File: config.mk
export PLATFORM = sky130hd
export DESIGN_NAME = ternFullAdder
export DESIGN_NICKNAME = d
export VERILOG_FILES = /design/src/rtl/ternPkg.sv /design/src/rtl/tritLevelDetect.sv /design/src/rtl/ternAddCtrl.sv /design/src/rtl/ternAddDatapath.sv /design/src/rtl/ternFullAdder.sv
export SDC_FILE = /design/constraint.sdc
export NUM_CORES = 1
export LEC_CHECK = 0
export ABC_AREA = 1
export ABC_CLOCK_PERIOD_IN_PS = 1250
export CAP_MARGIN = 20
export CORE_AREA = 4 4 41 43
export DETAILED_ROUTE_END_ITERATION = 8
export DIE_AREA = 0 0 45 47
export SYNTH_ARGS = -nofsm -noshare
export SYNTH_HDL_FRONTEND = slang
export SYNTH_SLANG_ARGS = --single-unit
File: constraint.sdc
create_clock -name vclk -period 1.25
set_input_delay 0.25 -clock vclk [all_inputs]
set_output_delay 0.25 -clock vclk [all_outputs]
set_load 0.01 [all_outputs]
File: src/rtl/ternPkg.sv
package ternPkg;
  localparam int TRIT_W  = 2;
  localparam int LEVELS  = 3;
  localparam int NUM_OPS = 2;

  typedef logic [TRIT_W-1:0] tritCode;

  localparam tritCode TRIT_ZERO = 2'b00;
  localparam tritCode TRIT_ONE  = 2'b01;
  localparam tritCode TRIT_TWO  = 2'b10;

  // bit index equals the level value
  typedef logic [LEVELS-1:0] levelFlags;

  typedef struct packed {
    logic selCin1;
    logic forceZero;
    logic errFlag;
  } ctrlStrobes;
endpackage

File: src/rtl/tritLevelDetect.sv
module tritLevelDetect
  import ternPkg::*;
(
  input  tritCode   code,
  output levelFlags flags
);
  always_comb begin
    flags    = '0;
    flags[0] = (code == TRIT_ZERO);
    flags[1] = (code == TRIT_ONE);
    flags[2] = (code == TRIT_TWO);
  end


  always_comb begin
    flags_onehot_chk: assert ($onehot0(flags) && ((code == 2'b11) == (flags == '0)));
  end
endmodule

File: src/rtl/ternAddCtrl.sv
module ternAddCtrl
  import ternPkg::*;
(
  input  logic       carryIn,
  input  logic       halfMode,
  input  levelFlags  flagsA,
  input  levelFlags  flagsB,
  output ctrlStrobes strobes
);
  logic badOperand;

  always_comb begin
    badOperand        = ~|flagsA | ~|flagsB;
    strobes.selCin1   = carryIn & ~halfMode & ~badOperand;
    strobes.forceZero = badOperand;
    strobes.errFlag   = badOperand;
  end


  always_comb begin
    half_sel_chk: assert (!(halfMode && strobes.selCin1));
  end
endmodule

File: src/rtl/ternAddDatapath.sv
module ternAddDatapath
  import ternPkg::*;
(
  input  levelFlags  flagsA,
  input  levelFlags  flagsB,
  input  ctrlStrobes strobes,
  output tritCode    sumCode,
  output tritCode    carryCode
);
  levelFlags sumLo, sumHi, sumSel;
  logic      carryLo, carryHi, carrySel;

  // carry-in 0 partial result, built from every pair of levels
  always_comb begin
    sumLo   = '0;
    carryLo = 1'b0;
    for (int i = 0; i < LEVELS; i++) begin
      for (int j = 0; j < LEVELS; j++) begin
        sumLo[(i + j) % LEVELS] = sumLo[(i + j) % LEVELS] | (flagsA[i] & flagsB[j]);
        if (i + j >= LEVELS) carryLo = carryLo | (flagsA[i] & flagsB[j]);
      end
    end
  end

  // carry-in 1 partial result reuses the carry-in 0 terms rotated by one
  always_comb begin
    for (int v = 0; v < LEVELS; v++) sumHi[(v + 1) % LEVELS] = sumLo[v];
    carryHi = carryLo | sumLo[LEVELS-1];
  end

  always_comb begin
    sumSel    = strobes.selCin1 ? sumHi : sumLo;
    carrySel  = strobes.selCin1 ? carryHi : carryLo;
    sumCode   = strobes.forceZero ? TRIT_ZERO : {sumSel[2], sumSel[1]};
    carryCode = (carrySel && !strobes.forceZero) ? TRIT_ONE : TRIT_ZERO;
  end


  always_comb begin
    force_zero_chk: assert (!strobes.forceZero || (sumCode == TRIT_ZERO && carryCode == TRIT_ZERO));
  end

  always_comb begin
    sum_onehot_chk: assert (strobes.forceZero || $onehot(sumSel));
  end

  always_comb begin
    code_range_chk: assert (sumCode != 2'b11 && carryCode[1] == 1'b0);
  end
endmodule

File: src/rtl/ternFullAdder.sv
module ternFullAdder
  import ternPkg::*;
(
  input  logic [1:0] opA,
  input  logic [1:0] opB,
  input  logic       carryIn,
  input  logic       halfMode,
  output logic [1:0] sumOut,
  output logic [1:0] carryOut,
  output logic       illegalIn
);
  tritCode    operand [NUM_OPS];
  levelFlags  flags   [NUM_OPS];
  ctrlStrobes strobes;

  assign operand[0] = opA;
  assign operand[1] = opB;

  for (genvar k = 0; k < NUM_OPS; k++) begin : g_detect
    tritLevelDetect i_detect (.code(operand[k]), .flags(flags[k]));
  end

  ternAddCtrl i_ctrl (
    .carryIn (carryIn),
    .halfMode(halfMode),
    .flagsA  (flags[0]),
    .flagsB  (flags[1]),
    .strobes (strobes)
  );

  ternAddDatapath i_dp (
    .flagsA   (flags[0]),
    .flagsB   (flags[1]),
    .strobes  (strobes),
    .sumCode  (sumOut),
    .carryCode(carryOut)
  );

  assign illegalIn = strobes.errFlag;
endmodule

-- Word-level counts from Yosys, hierarchy flattened
Cells that the tools add are included.
- register bits after elaboration: 0
- equal/unequal tests: 4
- multiplexer cells: 4
- bitwise logic cells: 23
- reductions and logical operators: 8
- operators by type and width (operator ; number):
    $and 1x1->1 ; 11
    $or 1x1->1 ; 10
    $reduce_or 3->1 ; 2
    $eq 2x1->1 const B ; 2
    $eq 2x2->1 const B ; 2
    $logic_not 2->1 ; 2
    $logic_not 1->1 ; 3
    $mux 3 ; 1
    $mux 1 ; 2
    $mux 2 ; 1
    $not 1->1 ; 2
    $logic_and 1x1->1 ; 1

-- Logic depth before layout (Yosys ltp)
Gate-level depths: netlist (run 1).
- depth in word-level cells: 9
- mapped depth: 6

-- Hierarchy
From an unflattened synthesis (run 1), not the netlist that was laid out.
- cells, all modules: 49
- area, all modules: 212.7 µm²
- by module, submodules not included (module ; times used ; cells each ; area each (µm²) ; sequential area each (µm²)):
    ternAddDatapath ; 1 ; 27 ; 117.6 ; 0.0
    ternAddCtrl ; 1 ; 12 ; 57.6 ; 0.0
    tritLevelDetect ; 2 ; 5 ; 18.8 ; 0.0

-- Worst setup path before layout (run 1)
Ideal clock, no wire load.
- kind: input port to output port
- start: in opB[1]
- end: out sumOut[0]
- data arrival time: 0.767 ns
- path slack: 0.233 ns
- stages: 6
- cell sequence: inv_1 -> nor2_1 -> nand2_1 -> nand3_2 -> nor2_1 -> nor2_1
- word-level cells in the longest chain between the ends: 8
- elaborated cells between the ends (all ways): 20
- ends and longest elaborated chain (element ; RTL line ; text):
    start, declared ; ternFullAdder.sv:5 ; input logic [1:0] opB,
    $eq 2x1->1, or another cell as far along ; tritLevelDetect.sv:10 ; flags[1] = (code == TRIT_ONE);
    $reduce_or 3->1 ; ternAddCtrl.sv:13 ; badOperand = ~|flagsA | ~|flagsB;
    $logic_not 1->1 ; ternAddCtrl.sv:13 ;
    $or 1x1->1 ; ternAddCtrl.sv:13 ;
    $not 1->1 ; ternAddCtrl.sv:14 ; strobes.selCin1 = carryIn & ~halfMode & ~badOperand;
    $and 1x1->1 ; ternAddCtrl.sv:14 ;
    $mux 3 ; ternAddDatapath.sv:32 ; sumSel = strobes.selCin1 ? sumHi : sumLo;
    $mux 2 * ; ternAddDatapath.sv:34 ; sumCode = strobes.forceZero ? TRIT_ZERO : {sumSel[2], sumSel[1]};
    end, declared ; ternFullAdder.sv:8 ; output logic [1:0] sumOut,
Every way passes the cells marked *; elsewhere a longest branch is shown, timed or not.

-- Final worst setup path (run 1)
- start: in opA[1]
- end: out carryOut[0]
- word-level cells in the longest chain between the ends: 9
- elaborated cells between the ends (all ways): 23
- ends and longest elaborated chain (element ; RTL line ; text):
    start, declared ; ternFullAdder.sv:4 ; input logic [1:0] opA,
    $eq 2x1->1, or another cell as far along ; tritLevelDetect.sv:10 ;
    $reduce_or 3->1 ; ternAddCtrl.sv:13 ;
    $logic_not 1->1 ; ternAddCtrl.sv:13 ;
    $or 1x1->1 ; ternAddCtrl.sv:13 ;
    $not 1->1 ; ternAddCtrl.sv:14 ;
    $and 1x1->1 ; ternAddCtrl.sv:14 ;
    $mux 1 ; ternAddDatapath.sv:33 ; carrySel = strobes.selCin1 ? carryHi : carryLo;
    $logic_and 1x1->1 * ; ternAddDatapath.sv:35 ; carryCode = (carrySel && !strobes.forceZero) ? TRIT_ONE : TRIT_ZERO;
    $mux 1 * ; ternAddDatapath.sv:35 ;
    end, declared ; ternFullAdder.sv:9 ; output logic [1:0] carryOut,
Marks and branches as above.

==> results of run 1 <==
cell type report:
type,count,area [um2],share of cell area (%)
well taps,15,18.8,5.93
repair buffers,11,86.3,27.3
multi-input cells,33,189,59.7
inverters,6,22.5,7.11
metal layers:
layer / routed length [um] / share of wire (%) / track usage (%)
met5: 0 / 0 / 0
met4: 0 / 0 / 0
met3: 32 / 6.5 / 0.383
met2: 271 / 55 / 7.63
met1: 187 / 38 / 5.62
timing repair:
action	in CTS	in global routing
setup buffers	0	0
endpoints found under the setup margin	4	3
pin swaps	9	12
resized for setup	41	19
cloned	0	0
critical path, delay by kind of cell:
family	cells	cell delay, ps
AND/OR/NAND/NOR	4	440
buffers and inverters	3	270
worst max path at each step:
stage / startpoint / endpoint / slack (ps) / cells after the start
final: opA[1] / carryOut[0] / 50 / 7
after global routing: opA[1] / carryOut[0] / -10 / 7
after CTS: opB[0] / sumOut[0] / 2 / 8
after detailed placement: opA[0] / sumOut[0] / -870 / 8
after global placement: opA[0] / sumOut[0] / -840 / 8
after floorplan: opB[1] / sumOut[0] / 230 / 6
metrics by stage:
stage	utilization, %	TNS (ps)	hold WS (ps)	worst slack (ps)	cell area, um2
floorplan	-	0	652	233	171
global placement	22.3	-3110	1590	-839	290
detailed placement	22.3	-3200	1590	-875	290
CTS	20.9	0	999	2.23	272
global route	24.3	-12.4	998	-9.68	317
finish	24.3	0	950	47.3	317
cell usage after synthesis:
master and instances:
inv_1 6, nand3_2 2, conb_1 1, nand2_1 14, and3_1 1, buf_4 1, nor2_1 13, nand3_1 2
where the power goes:
group	switching, uW	leakage, uW	internal (uW)	total (uW)
Combinational	55.8	0.000179	46.2	102
Sequential	0	0	0	0
Clock	0	0	0	0
cells by family after synthesis:
family / synth area share (%)
AND/OR/NAND/NOR: 80.3
other: 2.19
buffers and inverters: 17.5
placed cells by master (no fill, tap or decap):
cell           netlist  layout
dlygate4sd2_1        0       1
buf_2                0       3
buf_4                1       1
clkbuf_2             0       2
nand3_1              2       1
inv_2                0       2
buf_6                0       4
nor2_2               0       2
nand3_2              2       3
nor2_1              13       7
and3_1               1       1
conb_1               1       1
inv_1                6       4
nand2_1             14      11
nor2_4               0       4
nand2_2              0       3
==> results.md, run 1 <==
* Initial DRC count at 2
* Starting Density at 13.2%
* Tmin final at 1200 ps
* VDD IR max at 0.108 mV
* Placeable Area at 0.00130 mm2
* Die ar. at 0.00212 mm2
* Largest net degree at the start of global routing at 5
* Hold Fails Final Rpt at 0
* # setup viols final at 0
* Tot Pwr at 102 uW
* Critical path's slowest cell: and3_1
* Final #Nets at 58
* Via count at 244
* Syn Area/Cell at 4.29 um2
* I/O pin total at 11
* Diode count at 0
* Synth-to-layout area growth at 84.7%
* GP Congestion at 0.675
* Crit. End Element: output port
* Startpoint types: input port
* Floorplan row count at 13
* # fillers at 162
* 1st-pass router iterations at 4
* Port bufs at 10
* Die Ht at 47 um
* Register area at 0 um2
* Max-slew violation count at 0
* Layout cells sized above 1 at 48.0%
* Via/cell ratio at 3.75
* Min-Delay Path Class: input port to output port
* Hold wc startpoint: halfMode
* Count of cell types in the netlist at 8
* Initial antenna violation count at 0
* DRC violations left at 0
* Top-area cell type share of the netlist area at 30.7%
* Static Leak at 0.000179 uW
* Critical path, cell by cell: buf_6, inv_1, nor2_4, nand2_2, and3_1, nand2_1, buf_2
* Post-synthesis net count at 46
* Yosys warnings at 0
* CP max stage delay at 180 ps
* Max Cap Viol at 0
* Post-DR wirelength/cell at 7.55 um
* Gr usage total at 4.17%
* HPWL Detailed at 382 um
* Outcome: complete, no violations
* WHS Endpoint: sumOut[1]
* Seq/Total Area, Yosys at 0%
* WL final at 491 um
* Yosys top cell by area: nand2_1
* Vias in the first global route at 207
* First-pass GRT wire length at 724 um
* Achievable Freq at 831 MHz
* Worst Path Required at 1000 ps
* # clk buffers at 0
* Worst EP arrival at 950 ps
* Worst setup path class: input port to output port
* Post-DRT Antenna Nets at 0
* Top cells by area, synth: nand2_1, nor2_1, inv_1
* Chip width at 45 um
* Seq cells at 0
* Peak fanout along the critical path at 4
* Inst Count DP at 65
* PD cells at 322 mW/mm2
* Hold Buf Count CTS at 0
* Finished Layout Cells at 65
* Post-route clock period utilization at 96.2%
* Worst Hold Depth at 6
* Grt ovf at 0
* Mapped Cells at 40
* Post-synthesis cell area at 171 um2
(Power assumes the default switching activity.)
==> run 2, diff against run 1 <==
Settings changed: ABC_CLOCK_PERIOD_IN_PS 1250 to 1500.
Clock period 1.25 ns to 1.5 ns, I/O delays scaled along.
==> run 2 against run 1 <==
Compared with the run above:
- routed wire length is 11% lower
- clock-buffer cell count stayed put
- global-route usage is 0.079 points lower
- hold slack better by 180 ps
- power is 33% lower
- sequential cell count stayed put
- final cell count stayed put
- critical path depth is 1 higher
- die area stayed put
- first-iteration DRC count is 100% higher
- largest power group unchanged
- largest cell class unchanged
==> results.md, run 2 (synthesis results as in run 1) <==
* Fin Hold WS at 1130 ps (+180 ps)
* Seq cells at 0 (unchanged)
* Startpoint types: input port
* Diode count at 0 (unchanged)
* First-pass GRT wire length at 696 um (-3.9%)
* # setup viols final at 0 (unchanged)
* Largest net degree at the start of global routing at 5 (unchanged)
* Max Cap Viol at 0 (unchanged)
* CP max stage delay at 190 ps (about the same)
* Static Leak at 0.000165 uW (-8.2%)
* Inst Count DP at 65 (unchanged)
* HPWL Detailed at 390 um (+2.1%)
* Post-route clock period utilization at 90.1%
* Via count at 245 (+0.41%)
* RSZ-0062 raised after global routing: false
* WL final at 439 um (-11%)
* Min-Delay Path Class: input port to output port
* Achievable Freq at 740 MHz
* Vias in the first global route at 194 (-6.3%)
* Final #Nets at 58 (unchanged)
* Critical path's slowest cell: dlygate4sd2_1
* Outcome: complete, no violations
* Leading cell type in the layout, fill and taps excluded: nand2_1
* Die ar. at 0.00212 mm2 (unchanged)
* Grt ovf at 0 (unchanged)
* Layout cells sized above 1 at 34.0% (-14 points)
* Hold Buf Count CTS at 0 (unchanged)
* Critical path, cell by cell: dlygate4sd2_1, inv_1, nor2_1, nand3_2, inv_2, nor2_1, nor2_1, buf_2
* Top cell by count, worst path: nor2_1
* PD cells at 258 mW/mm2 (-20%)
* Floorplan row count at 13 (unchanged)
* Hold Fails Final Rpt at 0 (unchanged)
* Max-slew violation count at 0 (unchanged)
* Synth-to-layout area growth at 55.5%
* Worst Path Required at 1200 ps (+200 ps)
* Worst EP arrival at 1050 ps (+100 ps)
* Finished Layout Cells at 65 (unchanged)
* Gr usage total at 4.09% (-0.079 points)
* Commonest non-fill, non-tap cells in the layout: nand2_1, nor2_1, nor2_2, inv_1, clkbuf_2
* Post-DR wirelength/cell at 6.75 um (-11%)
* Post-DRT Antenna Nets at 0 (unchanged)
* Chip width at 45 um (unchanged)
* 1st-pass router iterations at 4 (unchanged)
* VDD IR max at 0.0731 mV (-33%)
* Die Ht at 47 um (unchanged)
* DRC violations left at 0 (unchanged)
* Setup Fix Bufs, Post-CTS at 0 (unchanged)
* GP Congestion at 0.612 (-9.3%)
* Worst setup path class: input port to output port
* Register area at 0 um2 (unchanged)
* I/O pin total at 11 (unchanged)
* Peak fanout along the critical path at 3 (-1)
* Crit. End Element: output port
* # clk buffers at 0 (unchanged)
* Starting Density at 13.2% (unchanged)
* Placeable Area at 0.00130 mm2 (unchanged)
* Via/cell ratio at 3.77 (+0.41%)
* Port bufs at 10 (unchanged)
* Initial antenna violation count at 0 (unchanged)
* Initial DRC count at 4 (+2)
* Tmin final at 1350 ps
run 2: changes by cell type in the layout (fill, tap and decap cells not counted), sizes merged:
| cell | change |
|---|---|
| buf | -4 |
| clkbuf | +2 |
| dlygate4sd2 | +2 |
run 2: area by class of cell:
type	instances	area, um2
Fill cell	163	1030
Timing Repair Buffer	11	68.8
Tap cell	15	18.8
Inverter	6	22.5
Multi-Input combinational cell	33	156
run 2: path summary, 6_finish.rpt:
path     from   endpoint  slack, ps  cells after the start
max   carryIn  sumOut[0]        150                      8
min    opA[0]  illegalIn       1130                      4
run 2: stage by stage:
step                      total power [uW]  setup TNS, ps  setup WS [ps]  instance area [um2]  utilization (%)
after floorplan                       38.6              0            383                  171                -
after global placement                80.6          -2510           -691                  290             22.3
after detailed placement              81.0          -2580           -716                  290             22.3
after CTS                             70.0              0          0.174                  278             21.3
after global routing                  77.6              0           37.1                  267             20.5
final                                 68.7              0            148                  267             20.5
run 2: worst max-delay path: cells and delay by family:
family	cells	cell delay (ps)
buffers and inverters	4	420
AND/OR/NAND/NOR	4	320
run 2: what timing repair did:
item / 4_1_cts / 5_1_grt
pin swaps: 3 / 0
endpoints found under the setup margin: 4 / 4
resized for setup: 25 / 9
run 2: per-layer routing:
| layer | track usage, % | vias up | routed length, um |
|---|---|---|---|
| met3 | 0 | 0 | 35 |
| met4 | 0 | 0 | 0 |
| li1 | - | 137 | - |
| met2 | 7.91 | 7 | 208 |
| met1 | 5.39 | 101 | 195 |
| met5 | 0 | - | 0 |
run 2: report_power, final:
group | switching, uW | internal (uW) | total [uW]
registers | 0 | 0 | 0
logic | 39.8 | 29.0 | 68.7
clock network | 0 | 0 | 0
==> run 3, diff against run 2 <==
Settings changed: PLACE_DENSITY_LB_ADDON set to 0.15, SLEW_MARGIN set to 20, SYNTH_HIERARCHICAL set to 1.
==> run 3 against run 2 <==
Compared with the run above:
- non-clock buffer count increased by 7
- global-route usage increased by 1.4 points
- sequential cell count unchanged
- power increased by 68%
- die area unchanged
- routed wire length increased by 29%
- critical path type unchanged
- highest routed layer unchanged
==> results.md, run 3 <==
* Fin Hold WS at 1180 ps (+49.1 ps)
* Seq/Total Area, Yosys at 0% (unchanged)
* Die ar. at 0.00212 mm2 (unchanged)
* WL final at 568 um (+29%)
* Worst EP arrival at 1180 ps (+130 ps)
* Initial antenna violation count at 0 (unchanged)
* Max Cap Viol at 0 (unchanged)
* Yosys warnings at 6 (+6)
* Hold wc startpoint: opA[0]
* Commonest non-fill, non-tap cells in the layout: nand2_1, buf_4, nor2_4, nor2_1
* Via count at 292 (+19%)
* Placeable Area at 0.00130 mm2 (unchanged)
* RSZ-0062 raised after global routing: true
* Final #Nets at 72 (+24%)
* Crit. End Element: output port
* 1st-pass router iterations at 1 (-3)
* Largest net degree at the start of global routing at 6 (+1)
* Startpoint types: input port
* Worst Path Required at 1200 ps (about the same)
* NetSw at 57.2 uW (+44%)
* Beginning of the critical path: opB[1]
* Synth-to-layout area growth at 101%
* DRC violations left at 0 (unchanged)
* Clock power frac at 0% (unchanged)
* Count of cell types in the netlist at 12 (+4)
* Utilization after layout at 32.9% (+12 points)
* PD cells at 271 mW/mm2 (+4.9%)
* Critical path's slowest cell: buf_4
* Layout cells sized above 1 at 51.6% (+18 points)
* Top cells by area, synth: nand2_1, nor2_1, inv_1
* VDD IR max at 0.0874 mV (+20%)
* WHS Endpoint: carryOut[0]
* Post-DRT Antenna Nets at 0 (unchanged)
* Net Sw Frac at 49.4% (-8.4 points)
* Grt ovf at 0 (unchanged)
* Top-area cell type share of the netlist area at 28.2% (-2.4 points)
* Worst Hold Depth at 8 (+4)
* Post-DR wirelength/cell at 7.19 um (+6.5%)
* # setup viols final at 0 (unchanged)
* Port bufs at 10 (unchanged)
* Die Ht at 47 um (unchanged)
* Pint at 58.5 uW (+100%)
* Count leader, synth: nand2_1
* Hold Fails Final Rpt at 0 (unchanged)
* Sequential group share of total power at 0% (unchanged)
* Worst setup path class: input port to output port
* Inst Count DP at 78 (+20%)
* Peak fanout along the critical path at 3 (unchanged)
* First-pass GRT wire length at 917 um (+32%)
* CP max stage delay at 130 ps (-60 ps)
* Crit path buf inv count at 5 (+1)
* Via/cell ratio at 3.70 (-1.9%)
* # fillers at 157 (-3.7%)
* Post-synthesis cell area at 213 um2 (+24%)
* Post-route clock period utilization at 98.6% (+8.4 points)
* Register area at 0 um2 (unchanged)
* Min-Delay Path Class: input port to output port
* Hold Buf Count CTS at 0 (unchanged)
* Seq cells at 0 (unchanged)
* Achievable Freq at 676 MHz (-8.6%)
* Post-synthesis net count at 55 (+20%)
* Gr usage total at 5.51% (+1.4 points)
* GP Congestion at 0.638 (+4.3%)
* Yosys top cell by area: nand2_1
* I/O pin total at 11 (unchanged)
* Chip width at 45 um (unchanged)
* Syn Area/Cell at 4.34 um2 (+1.3%)
* Diode count at 0 (unchanged)
* Finished Layout Cells at 79 (+22%)
* Delay-heaviest family, CP: buffers and inverters
* Vias in the first global route at 233 (+20%)
* Max-slew violation count at 0 (unchanged)
* Static Leak at 0.000226 uW (+37%)
* Floorplan row count at 13 (unchanged)
* Comb pwr share at 100.0% (about the same)
* Starting Density at 16.3% (+3.2 points)
* Leading cell type in the layout, fill and taps excluded: nand2_1
* Initial DRC count at 0 (-4)
* Tot Pwr at 116 uW (+68%)
* Top cells by count, synth: nand2_1, nor2_1, inv_1
* Top cell by count, worst path: buf_4
* HPWL Detailed at 466 um (+20%)
* # clk buffers at 0 (unchanged)
* Mapped Cells at 49 (+23%)
* Tmin final at 1480 ps (+127 ps)
* Outcome: complete, no violations
* Critical path, cell by cell: buf_8, inv_2, nor2_4, buf_4, buf_4, nand2_1, nand2_2, o21ai_1, nor2_1, buf_2
==> run 3: changes by cell type after synthesis <==
cell,delta
nand3_2,-1
nand2_2,+1
and3_1,-1
inv_1,+3
o21ai_0,+1
nand2_1,+2
a21oi_1,+1
nand4_1,+1
nor2_2,+1
buf_4,+2
nand3_1,-1
==> run 3: cells by family (layout without fill, tap and decap cells) <==
| logic type | Yosys count | after routing | share of synthesized area [%] |
|---|---|---|---|
| other cells | 1 | 1 | 1.76 |
| simple gates | 34 | 34 | 67.1 |
| buf+inv | 12 | 27 | 26.5 |
| compound gates | 2 | 2 | 4.70 |
==> run 3: stage by stage <==
stage               instance area (um2)  setup TNS (ps)  worst slack, ps
detailed placement                  362           -3190             -894
finish                              428               0             21.6
global placement                    362           -3180             -886
floorplan                           213               0             89.4
global route                        428            -178             -101
CTS                                 374           -68.4            -49.1
==> run 3: layout make-up <==
| type | instances | area [um2] | share of cell area (%) |
|---|---|---|---|
| tap | 15 | 18.8 | 4.39 |
| multi-input combinational | 37 | 216 | 50.6 |
| timing repair buffer | 18 | 159 | 37.1 |
| inverter | 9 | 33.8 | 7.89 |
==> run 3: how the worst max path moves through the flow <==
stage / endpoint / cells past startpoint / slack (ps)
2_1_floorplan: sumOut[0] / 9 / 90
3_3_place_gp: carryOut[0] / 10 / -890
3_5_place_dp: sumOut[0] / 11 / -890
4_1_cts: sumOut[0] / 10 / -50
5_1_grt: sumOut[0] / 11 / -100
6_report: sumOut[0] / 10 / 20
==> run 3: timing repair <==
item	in CTS	in global routing
hold endpoints to repair	0	0
resized for setup	49	15
buffers inserted	0	1
endpoints found under the setup margin	4	4
pin swaps	15	13
==> run 3: metal layers <==
layer  global-route usage, %  vias to the layer above  part of all wire [%]
met5                       0                        -                     0
met4                       0                        0                     0
met3                   0.766                        0                   7.2
met2                    9.04                        5                    48
met1                    8.09                      117                    44
li1                        -                      170                     -
==> run 3: power groups by stage <==
stage	Sequential, uW	Combinational (uW)	Clock [uW]
detailed placement	0	96.5	0
floorplan	0	52.4	0
CTS	0	99.3	0
finish	0	116	0
global route	0	128	0
global placement	0	97.6	0
